## src/rtl/brk_pkg.sv

```systemverilog
package brk_pkg;
  typedef enum logic [1:0] {
    FLD_ANY   = 2'b00,
    FLD_LO    = 2'b01,
    FLD_HI    = 2'b10,
    FLD_NEVER = 2'b11
  } fld_e;

  typedef struct packed {
    logic       en;
    logic       data_en;
    logic [1:0] size;
    fld_e       dir;
    fld_e       kind;
    fld_e       bus;
  } brk_cond_t;

  localparam int CondW   = $bits(brk_cond_t);
  localparam int NumCh   = 2;
  localparam int RegAW   = 4;
  localparam logic [RegAW-1:0] RegDval  = 4'd8;
  localparam logic [RegAW-1:0] RegDmask = 4'd9;
  localparam logic [RegAW-1:0] RegFlag  = 4'd10;
endpackage

```

## src/rtl/brk_cycle_match.sv

```systemverilog
module brk_cycle_match
  import brk_pkg::*;
(
  input  brk_cond_t  cond_i,
  input  logic       bus_i,
  input  logic       kind_i,
  input  logic       wr_i,
  input  logic [1:0] size_i,
  output logic       hit_o
);
  function automatic logic fld_ok(fld_e f, logic v);
    unique case (f)
      FLD_ANY: fld_ok = 1'b1;
      FLD_LO:  fld_ok = ~v;
      FLD_HI:  fld_ok = v;
      default: fld_ok = 1'b0;
    endcase
  endfunction

  logic size_ok;
  assign size_ok = (cond_i.size == 2'd0) || (size_i == cond_i.size - 2'd1);
  assign hit_o   = fld_ok(cond_i.bus, bus_i) & fld_ok(cond_i.kind, kind_i) &
                   fld_ok(cond_i.dir, wr_i) & size_ok;
endmodule

```

## src/rtl/brk_addr_match.sv

```systemverilog
module brk_addr_match #(
  parameter int AW = 32
) (
  input  logic [AW-1:0] tgt_i,
  input  logic [AW-1:0] mask_i,
  input  logic [AW-1:0] addr_i,
  input  logic [1:0]    size_i,
  output logic          hit_o
);
  logic [1:0]    low_ign;
  logic [AW-1:0] ign;
  logic          aligned;

  always_comb begin
    unique case (size_i)
      2'd0:    low_ign = 2'b00;
      2'd1:    low_ign = 2'b01;
      default: low_ign = 2'b11;
    endcase
  end

  assign ign     = {{(AW-2){1'b0}}, low_ign};
  assign aligned = (addr_i & ign) == '0;
  // bytes spanned by the access differ only in the ignored low bits
  assign hit_o   = aligned && (((addr_i ^ tgt_i) & ~mask_i & ~ign) == '0);
endmodule

```

## src/rtl/brk_data_match.sv

```systemverilog
module brk_data_match #(
  parameter int DW = 32
) (
  input  logic [DW-1:0] dval_i,
  input  logic [DW-1:0] dmask_i,
  input  logic [DW-1:0] data_i,
  input  logic [1:0]    addr_lo_i,
  input  logic [1:0]    size_i,
  output logic          hit_o
);
  localparam logic [DW-1:0] ByteM = {{(DW-8){1'b0}}, 8'hFF};
  localparam logic [DW-1:0] WordM = {{(DW-16){1'b0}}, 16'hFFFF};

  logic [DW-1:0] lane, wmask;

  always_comb begin
    unique case (size_i)
      2'd0: begin
        lane  = data_i >> (8 * int'(addr_lo_i));
        wmask = ByteM;
      end
      2'd1: begin
        lane  = data_i >> (16 * int'(addr_lo_i[1]));
        wmask = WordM;
      end
      default: begin
        lane  = data_i;
        wmask = '1;
      end
    endcase
  end

  assign hit_o = ((lane ^ dval_i) & ~dmask_i & wmask) == '0;
endmodule

```

## src/rtl/brk_channel.sv

```systemverilog
module brk_channel
  import brk_pkg::*;
#(
  parameter int AW       = 32,
  parameter int DW       = 32,
  parameter int ASIDW    = 8,
  parameter bit HAS_DATA = 1'b0
) (
  input  brk_cond_t        cond_i,
  input  logic [AW-1:0]    tgt_i,
  input  logic [AW-1:0]    mask_i,
  input  logic [ASIDW-1:0] asid_i,
  input  logic [DW-1:0]    dval_i,
  input  logic [DW-1:0]    dmask_i,
  input  logic             acc_bus_i,
  input  logic             acc_kind_i,
  input  logic             acc_wr_i,
  input  logic [1:0]       acc_size_i,
  input  logic [AW-1:0]    acc_addr_i,
  input  logic [ASIDW-1:0] acc_asid_i,
  input  logic [DW-1:0]    acc_data_i,
  output logic             hit_o
);
  logic cyc_hit, addr_hit, data_hit;

  brk_cycle_match u_cyc (
    .cond_i (cond_i),
    .bus_i  (acc_bus_i),
    .kind_i (acc_kind_i),
    .wr_i   (acc_wr_i),
    .size_i (acc_size_i),
    .hit_o  (cyc_hit)
  );

  brk_addr_match #(.AW(AW)) u_addr (
    .tgt_i  (tgt_i),
    .mask_i (mask_i),
    .addr_i (acc_addr_i),
    .size_i (acc_size_i),
    .hit_o  (addr_hit)
  );

  if (HAS_DATA) begin : g_data
    logic dcmp;
    brk_data_match #(.DW(DW)) u_data (
      .dval_i    (dval_i),
      .dmask_i   (dmask_i),
      .data_i    (acc_data_i),
      .addr_lo_i (acc_addr_i[1:0]),
      .size_i    (acc_size_i),
      .hit_o     (dcmp)
    );
    assign data_hit = ~cond_i.data_en | dcmp;
  end else begin : g_nodata
    logic unused_data;
    assign unused_data = ^{dval_i, dmask_i, acc_data_i, cond_i.data_en};
    assign data_hit    = 1'b1;
  end

  assign hit_o = cond_i.en && (acc_asid_i == asid_i) && cyc_hit && addr_hit && data_hit;
endmodule

```

## src/rtl/bus_brk_cmp.sv

```systemverilog
module bus_brk_cmp
  import brk_pkg::*;
#(
  parameter int AW    = 32,
  parameter int DW    = 32,
  parameter int ASIDW = 8
) (
  input  logic             clk_i,
  input  logic             rst_ni,
  input  logic             reg_we_i,
  input  logic [3:0]       reg_addr_i,
  input  logic [31:0]      reg_wdata_i,
  output logic [31:0]      reg_rdata_o,
  input  logic             acc_valid_i,
  input  logic             acc_bus_i,
  input  logic             acc_kind_i,
  input  logic             acc_wr_i,
  input  logic [1:0]       acc_size_i,
  input  logic [AW-1:0]    acc_addr_i,
  input  logic [ASIDW-1:0] acc_asid_i,
  input  logic [DW-1:0]    acc_data_i,
  output logic             brk_a_o,
  output logic             brk_b_o
);
  logic [AW-1:0]    tgt_q  [NumCh];
  logic [AW-1:0]    mask_q [NumCh];
  logic [ASIDW-1:0] asid_q [NumCh];
  brk_cond_t        cond_q [NumCh];
  logic [DW-1:0]    dval_q, dmask_q;
  logic [NumCh-1:0] flag_q, brk_q, hit;
  logic             flag_clr_wr;

  assign flag_clr_wr = reg_we_i && (reg_addr_i == RegFlag);

  for (genvar c = 0; c < NumCh; c++) begin : g_ch
    brk_channel #(
      .AW(AW), .DW(DW), .ASIDW(ASIDW), .HAS_DATA(c == 1)
    ) u_ch (
      .cond_i     (cond_q[c]),
      .tgt_i      (tgt_q[c]),
      .mask_i     (mask_q[c]),
      .asid_i     (asid_q[c]),
      .dval_i     (dval_q),
      .dmask_i    (dmask_q),
      .acc_bus_i  (acc_bus_i),
      .acc_kind_i (acc_kind_i),
      .acc_wr_i   (acc_wr_i),
      .acc_size_i (acc_size_i),
      .acc_addr_i (acc_addr_i),
      .acc_asid_i (acc_asid_i),
      .acc_data_i (acc_data_i),
      .hit_o      (hit[c])
    );

    always_ff @(posedge clk_i or negedge rst_ni) begin
      if (!rst_ni) begin
        tgt_q[c]  <= '0;
        mask_q[c] <= '0;
        asid_q[c] <= '0;
        cond_q[c] <= '0;
      end else if (reg_we_i && (reg_addr_i[3:2] == 2'(c))) begin
        unique case (reg_addr_i[1:0])
          2'd0: tgt_q[c]  <= reg_wdata_i[AW-1:0];
          2'd1: mask_q[c] <= reg_wdata_i[AW-1:0];
          2'd2: asid_q[c] <= reg_wdata_i[ASIDW-1:0];
          default: cond_q[c] <= brk_cond_t'(reg_wdata_i[CondW-1:0]);
        endcase
      end
    end

    always_ff @(posedge clk_i or negedge rst_ni) begin
      if (!rst_ni) begin
        brk_q[c]  <= 1'b0;
        flag_q[c] <= 1'b0;
      end else begin
        brk_q[c] <= acc_valid_i & hit[c];
        if (acc_valid_i && hit[c])                 flag_q[c] <= 1'b1;
        else if (flag_clr_wr && reg_wdata_i[c])    flag_q[c] <= 1'b0;
      end
    end

    p_pulse_valid_r9: assert property (@(posedge clk_i) disable iff (!rst_ni)
      brk_q[c] |-> $past(acc_valid_i));
    p_flag_follows_brk_r10: assert property (@(posedge clk_i) disable iff (!rst_ni)
      brk_q[c] |-> flag_q[c]);
    p_flag_sticky_r10: assert property (@(posedge clk_i) disable iff (!rst_ni)
      flag_q[c] && !(flag_clr_wr && reg_wdata_i[c]) |=> flag_q[c]);
    p_asid_eq_r5: assert property (@(posedge clk_i) disable iff (!rst_ni)
      brk_q[c] |-> ($past(acc_asid_i) == $past(asid_q[c])));
    p_aligned_r4: assert property (@(posedge clk_i) disable iff (!rst_ni)
      brk_q[c] |-> ($past(acc_size_i) == 2'd0 || $past(acc_addr_i[0]) == 1'b0));
    p_enabled_r1: assert property (@(posedge clk_i) disable iff (!rst_ni)
      brk_q[c] |-> $past(cond_q[c].en));
  end

  always_ff @(posedge clk_i or negedge rst_ni) begin
    if (!rst_ni) begin
      dval_q  <= '0;
      dmask_q <= '0;
    end else if (reg_we_i) begin
      if (reg_addr_i == RegDval)  dval_q  <= reg_wdata_i[DW-1:0];
      if (reg_addr_i == RegDmask) dmask_q <= reg_wdata_i[DW-1:0];
    end
  end

  always_comb begin
    reg_rdata_o = '0;
    unique case (reg_addr_i)
      4'd0: reg_rdata_o = 32'(tgt_q[0]);
      4'd1: reg_rdata_o = 32'(mask_q[0]);
      4'd2: reg_rdata_o = 32'(asid_q[0]);
      4'd3: reg_rdata_o = 32'(cond_q[0]);
      4'd4: reg_rdata_o = 32'(tgt_q[1]);
      4'd5: reg_rdata_o = 32'(mask_q[1]);
      4'd6: reg_rdata_o = 32'(asid_q[1]);
      4'd7: reg_rdata_o = 32'(cond_q[1]);
      4'd8: reg_rdata_o = 32'(dval_q);
      4'd9: reg_rdata_o = 32'(dmask_q);
      4'd10: reg_rdata_o = 32'(flag_q);
      default: reg_rdata_o = '0;
    endcase
  end

  assign brk_a_o = brk_q[0];
  assign brk_b_o = brk_q[1];

  p_single_pulse_r9: assert property (@(posedge clk_i) disable iff (!rst_ni)
    brk_a_o && !$past(acc_valid_i, 1) |-> 1'b0);
endmodule

```

## config.mk

```make
export PLATFORM = sky130hd
export DESIGN_NAME = bus_brk_cmp
export DESIGN_NICKNAME = d
export VERILOG_FILES = /design/src/rtl/brk_pkg.sv /design/src/rtl/brk_cycle_match.sv /design/src/rtl/brk_addr_match.sv /design/src/rtl/brk_data_match.sv /design/src/rtl/brk_channel.sv /design/src/rtl/bus_brk_cmp.sv
export SDC_FILE = /design/constraint.sdc
export NUM_CORES = 1
export LEC_CHECK = 0
export BUFFER_PORTS_ARGS = -buffer_cell sky130_fd_sc_hd__buf_2
export CORE_ASPECT_RATIO = 1.25
export CORE_MARGIN = 2
export CORE_UTILIZATION = 60
export CTS_BUF_LIST = sky130_fd_sc_hd__clkbuf_4 sky130_fd_sc_hd__clkbuf_8
export CTS_CLUSTER_SIZE = 20
export DETAILED_ROUTE_END_ITERATION = 10
export PLACE_DENSITY = 0.82
export SLEW_MARGIN = 10
export SYNTH_ARGS = -nofsm -noshare
export SYNTH_HDL_FRONTEND = slang
export SYNTH_SLANG_ARGS = --single-unit
```

## constraint.sdc

```tcl
create_clock -name clk_i -period 3.5 [get_ports clk_i]
set_input_delay 0.525 -clock clk_i [delete_from_list [all_inputs] [get_ports clk_i]]
set_output_delay 0.525 -clock clk_i [all_outputs]
set_load 0.02 [all_outputs]
```

==> summary.txt <==
Setup path
  – CP startpoint kind: input port
  – Worst R2R Start: asid_q[4]
  – CP required: 2970 ps
  – CP Launch Point: reg_addr_i[2]
  – Reg2reg end: flag_q[1]
  – CP max FO: 30
  – WP data arrival: 2330 ps
  – Crit end category: output port
  – Worst setup path class: input port to output port
  – Cells on worst reg2reg path: 8
  – Reg2reg setup slack: 790 ps

Placed design
  – Place WS: 517 ps
  – Port Buffers: 150
  – Hpwl dp: 29100 um
  – Gp weighted congestion: 1.00
  – Dpl cells: 1487

Route
  – Vias/cell: 6.75
  – 1st-pass router iterations: 7
  – Vias: 10400
  – Final ANT Viol Nets: 0
  – # DRC: 0
  – 1st-iter DRT viols: 1222
  – Drt total wl: 41200 um
  – WL/cell: 26.7 um

Logic synthesis
  – Synth Warn #: 0
  – Synthesized area per cell: 11.5 um2
  – Yosys top cell area share: 0.460
  – Ranking of synthesized cells by area: dfrtp_1 46%, mux2_2 21%, xnor2_1 6.7%, a22oi_1 5.8%, o22ai_1 2.3%
  – Main synth FF type: dfrtp_1
  – Post-synth top cells: 232 x dfrtp_1, 232 x mux2_2, 98 x a22oi_1
  – Yosys top cell by area: dfrtp_1
  – Synth Net Count: 1214
  – Post-synth EDFFs: 0
  – Mapped Area: 0.0126 mm2
  – Count of different cell masters after synthesis: 62
  – Syn Inst Count: 1095
  – Yosys reg bits: 232
  – Fraction of registers with async set/reset: 1.00
  – Sequential-to-total area share from yosys stat: 0.460

CTS
  – Root buf cell: clkbuf_8
  – Post-CTS setup buffers: 0
  – Clk_lat worst skew: 560 ps
  – Post-CTS Resized: 0
  – Clock tree sinks: 232
  – Depth of the CTS H-tree: 2
  – Post-CTS Hold Fix Bufs: 0
  – TritonCTS buffer count: 37
  – Clock Path Buffers: 3
  – Reg clk slew, reported paths: 60 ps
  – CTS tree: done

Pwr
  – Net load switching power: 2.79 mW
  – Combinational share of power: 0.247
  – Max VDD drop: 0.000431 V
  – Switch share: 0.332
  – Internal cell power: 5.61 mW
  – Sequential group share of total power: 0.479
  – Clock group share of total power: 0.274
  – Cell area power density: 579 mW/mm2
  – Leakage: 6.33 nW

Floorplanning
  – Die ar.: 0.0222 mm2
  – Ports: 151
  – Cell Rows: 59
  – Core area: 0.0207 mm2
  – Die X-Extent: 134 um
  – Die Y: 166 um
  – Initial Util: 0.608

STA
  – Hold Fails Final Rpt: 0
  – Slew of the pin with the lowest slew margin: 830 ps
  – Fin. max-slew vios: 0
  – Max-slew headroom: 0.445
  – Final Setup Violations: 0
  – Tmin final: 2860 ps
  – Setup TNS Final: 0 ps
  – Clock Skews: 26.5 ps
  – Fmax: 0.350 GHz
  – Final worst slack: 643 ps
  – Hold Slack: 18.6 ps
  – Period utilization: 0.816
  – Unrepaired setup endpoints after global routing: false

Final layout
  – Non-filler instance count after layout: 1547
  – Final core occ: 0.699
  – N_diodes: 0
  – Final Net Count: 1371
  – P&R area growth vs syn: 15.1%
  – Share of layout cells above drive strength 1: 0.385
  – Layout fillers: 1523

Outcome
  – Status: finished clean

Hold path
  – HP Class: input port to async pin

Global route
  – GRT overflow: 0
  – Total track usage: 0.372
  – Initial antenna violation count: 0
  – Largest net degree at the start of global routing: 96
  – Vias in the first global route: 10700
  – First-pass GRT wire length: 62700 um

Run
  – Max_cap viols: 0
cell type report:
type	instances	area, um2	share of cell area
inverters	13	48.8	0.00336
well taps	274	343	0.0236
flip-flops and latches	232	5810	0.400
multi-input cells	784	6510	0.448
clock buffers	54	674	0.0465
repair buffers	184	1090	0.0752
clock inverters	6	40.0	0.00276
placed cells by master, fill, tap and decap left out, types with 4 or more instances in the layout:
master | netlist | layout
nand4_1 | 15 | 15
buf_12 | 0 | 6
a22oi_1 | 98 | 98
clkbuf_4 | 0 | 11
o21ai_0 | 8 | 8
a221oi_1 | 7 | 7
clkbuf_8 | 0 | 43
nor3b_1 | 5 | 5
nand3b_1 | 8 | 8
nor2b_1 | 12 | 12
nor3_1 | 11 | 8
a31oi_1 | 6 | 6
nor2_1 | 31 | 29
nor4_1 | 10 | 9
mux2_2 | 232 | 232
dfrtp_1 | 232 | 232
clkinv_2 | 0 | 4
xor2_1 | 17 | 17
a21oi_1 | 18 | 18
buf_4 | 1 | 28
mux2i_1 | 19 | 19
nand2b_1 | 8 | 8
nand2_1 | 37 | 37
buf_2 | 7 | 149
xnor2_1 | 96 | 96
a22o_1 | 5 | 5
o221ai_1 | 7 | 7
inv_1 | 11 | 11
or4_1 | 5 | 5
nand3_1 | 34 | 34
o22ai_1 | 46 | 46
per-stage QoR:
step	power [mW]	cell area, um2
final	8.40	14500
after global routing	8.74	14500
after CTS	8.37	14500
after detailed placement	6.07	13800
after global placement	5.98	13800
after floorplan	5.18	12600
cells by family after synthesis:
logic type                 Yosys count  share of synthesized area
muxes                              251                      0.222
buffers and inverters               79                     0.0257
adders and majority gates            2                    0.00198
AOI/OAI and AO/OA                  227                      0.130
DFF                                232                      0.460
and+or+nand+nor                    191                     0.0813
xor gates and xnor gates           113                     0.0785
worst max-delay path by stage:
stage                                 end  depth (start not counted)  slack (ps)
final                     reg_rdata_o[24]                          7         640
after global routing      reg_rdata_o[17]                          7         560
after CTS                 reg_rdata_o[24]                          7         740
after detailed placement          brk_b_o                          9         520
after global placement          flag_q[1]                          9         520
after floorplan           reg_rdata_o[12]                          8         870
power groups by stage:
stage	clock, mW	combinational [mW]	sequential, mW
after global placement	0	1.98	4.00
final	2.30	2.08	4.02
after floorplan	0	1.43	3.75
after global routing	2.45	2.21	4.08
after detailed placement	0	2.04	4.03
after CTS	2.33	2.05	3.99
sequential cells by signal, summed over array words and instances (netlist names):
signal and flops:
cond_q 20, brk_a_o 1, brk_b_o 1, dval_q 32, flag_q 2, asid_q 16, dmask_q 32, tgt_q 64
mask_q 64
per-layer routing:
layer  wire (um)  global-route usage  vias up
met5           0                   0        -
met4        2690               0.220        0
met3        3440              0.0766      166
met2       19800               0.611      641
met1       15300               0.453     5204
li1            -                   -     4433
worst max-delay path, stage by stage:
cell	delay, ps
buf_2	350
nand2b_1	270
nor3_2	160
buf_4	470
a22oi_1	180
nand3_1	180
buf_2	190
Note: power is estimated with default switching activity, not from simulation.
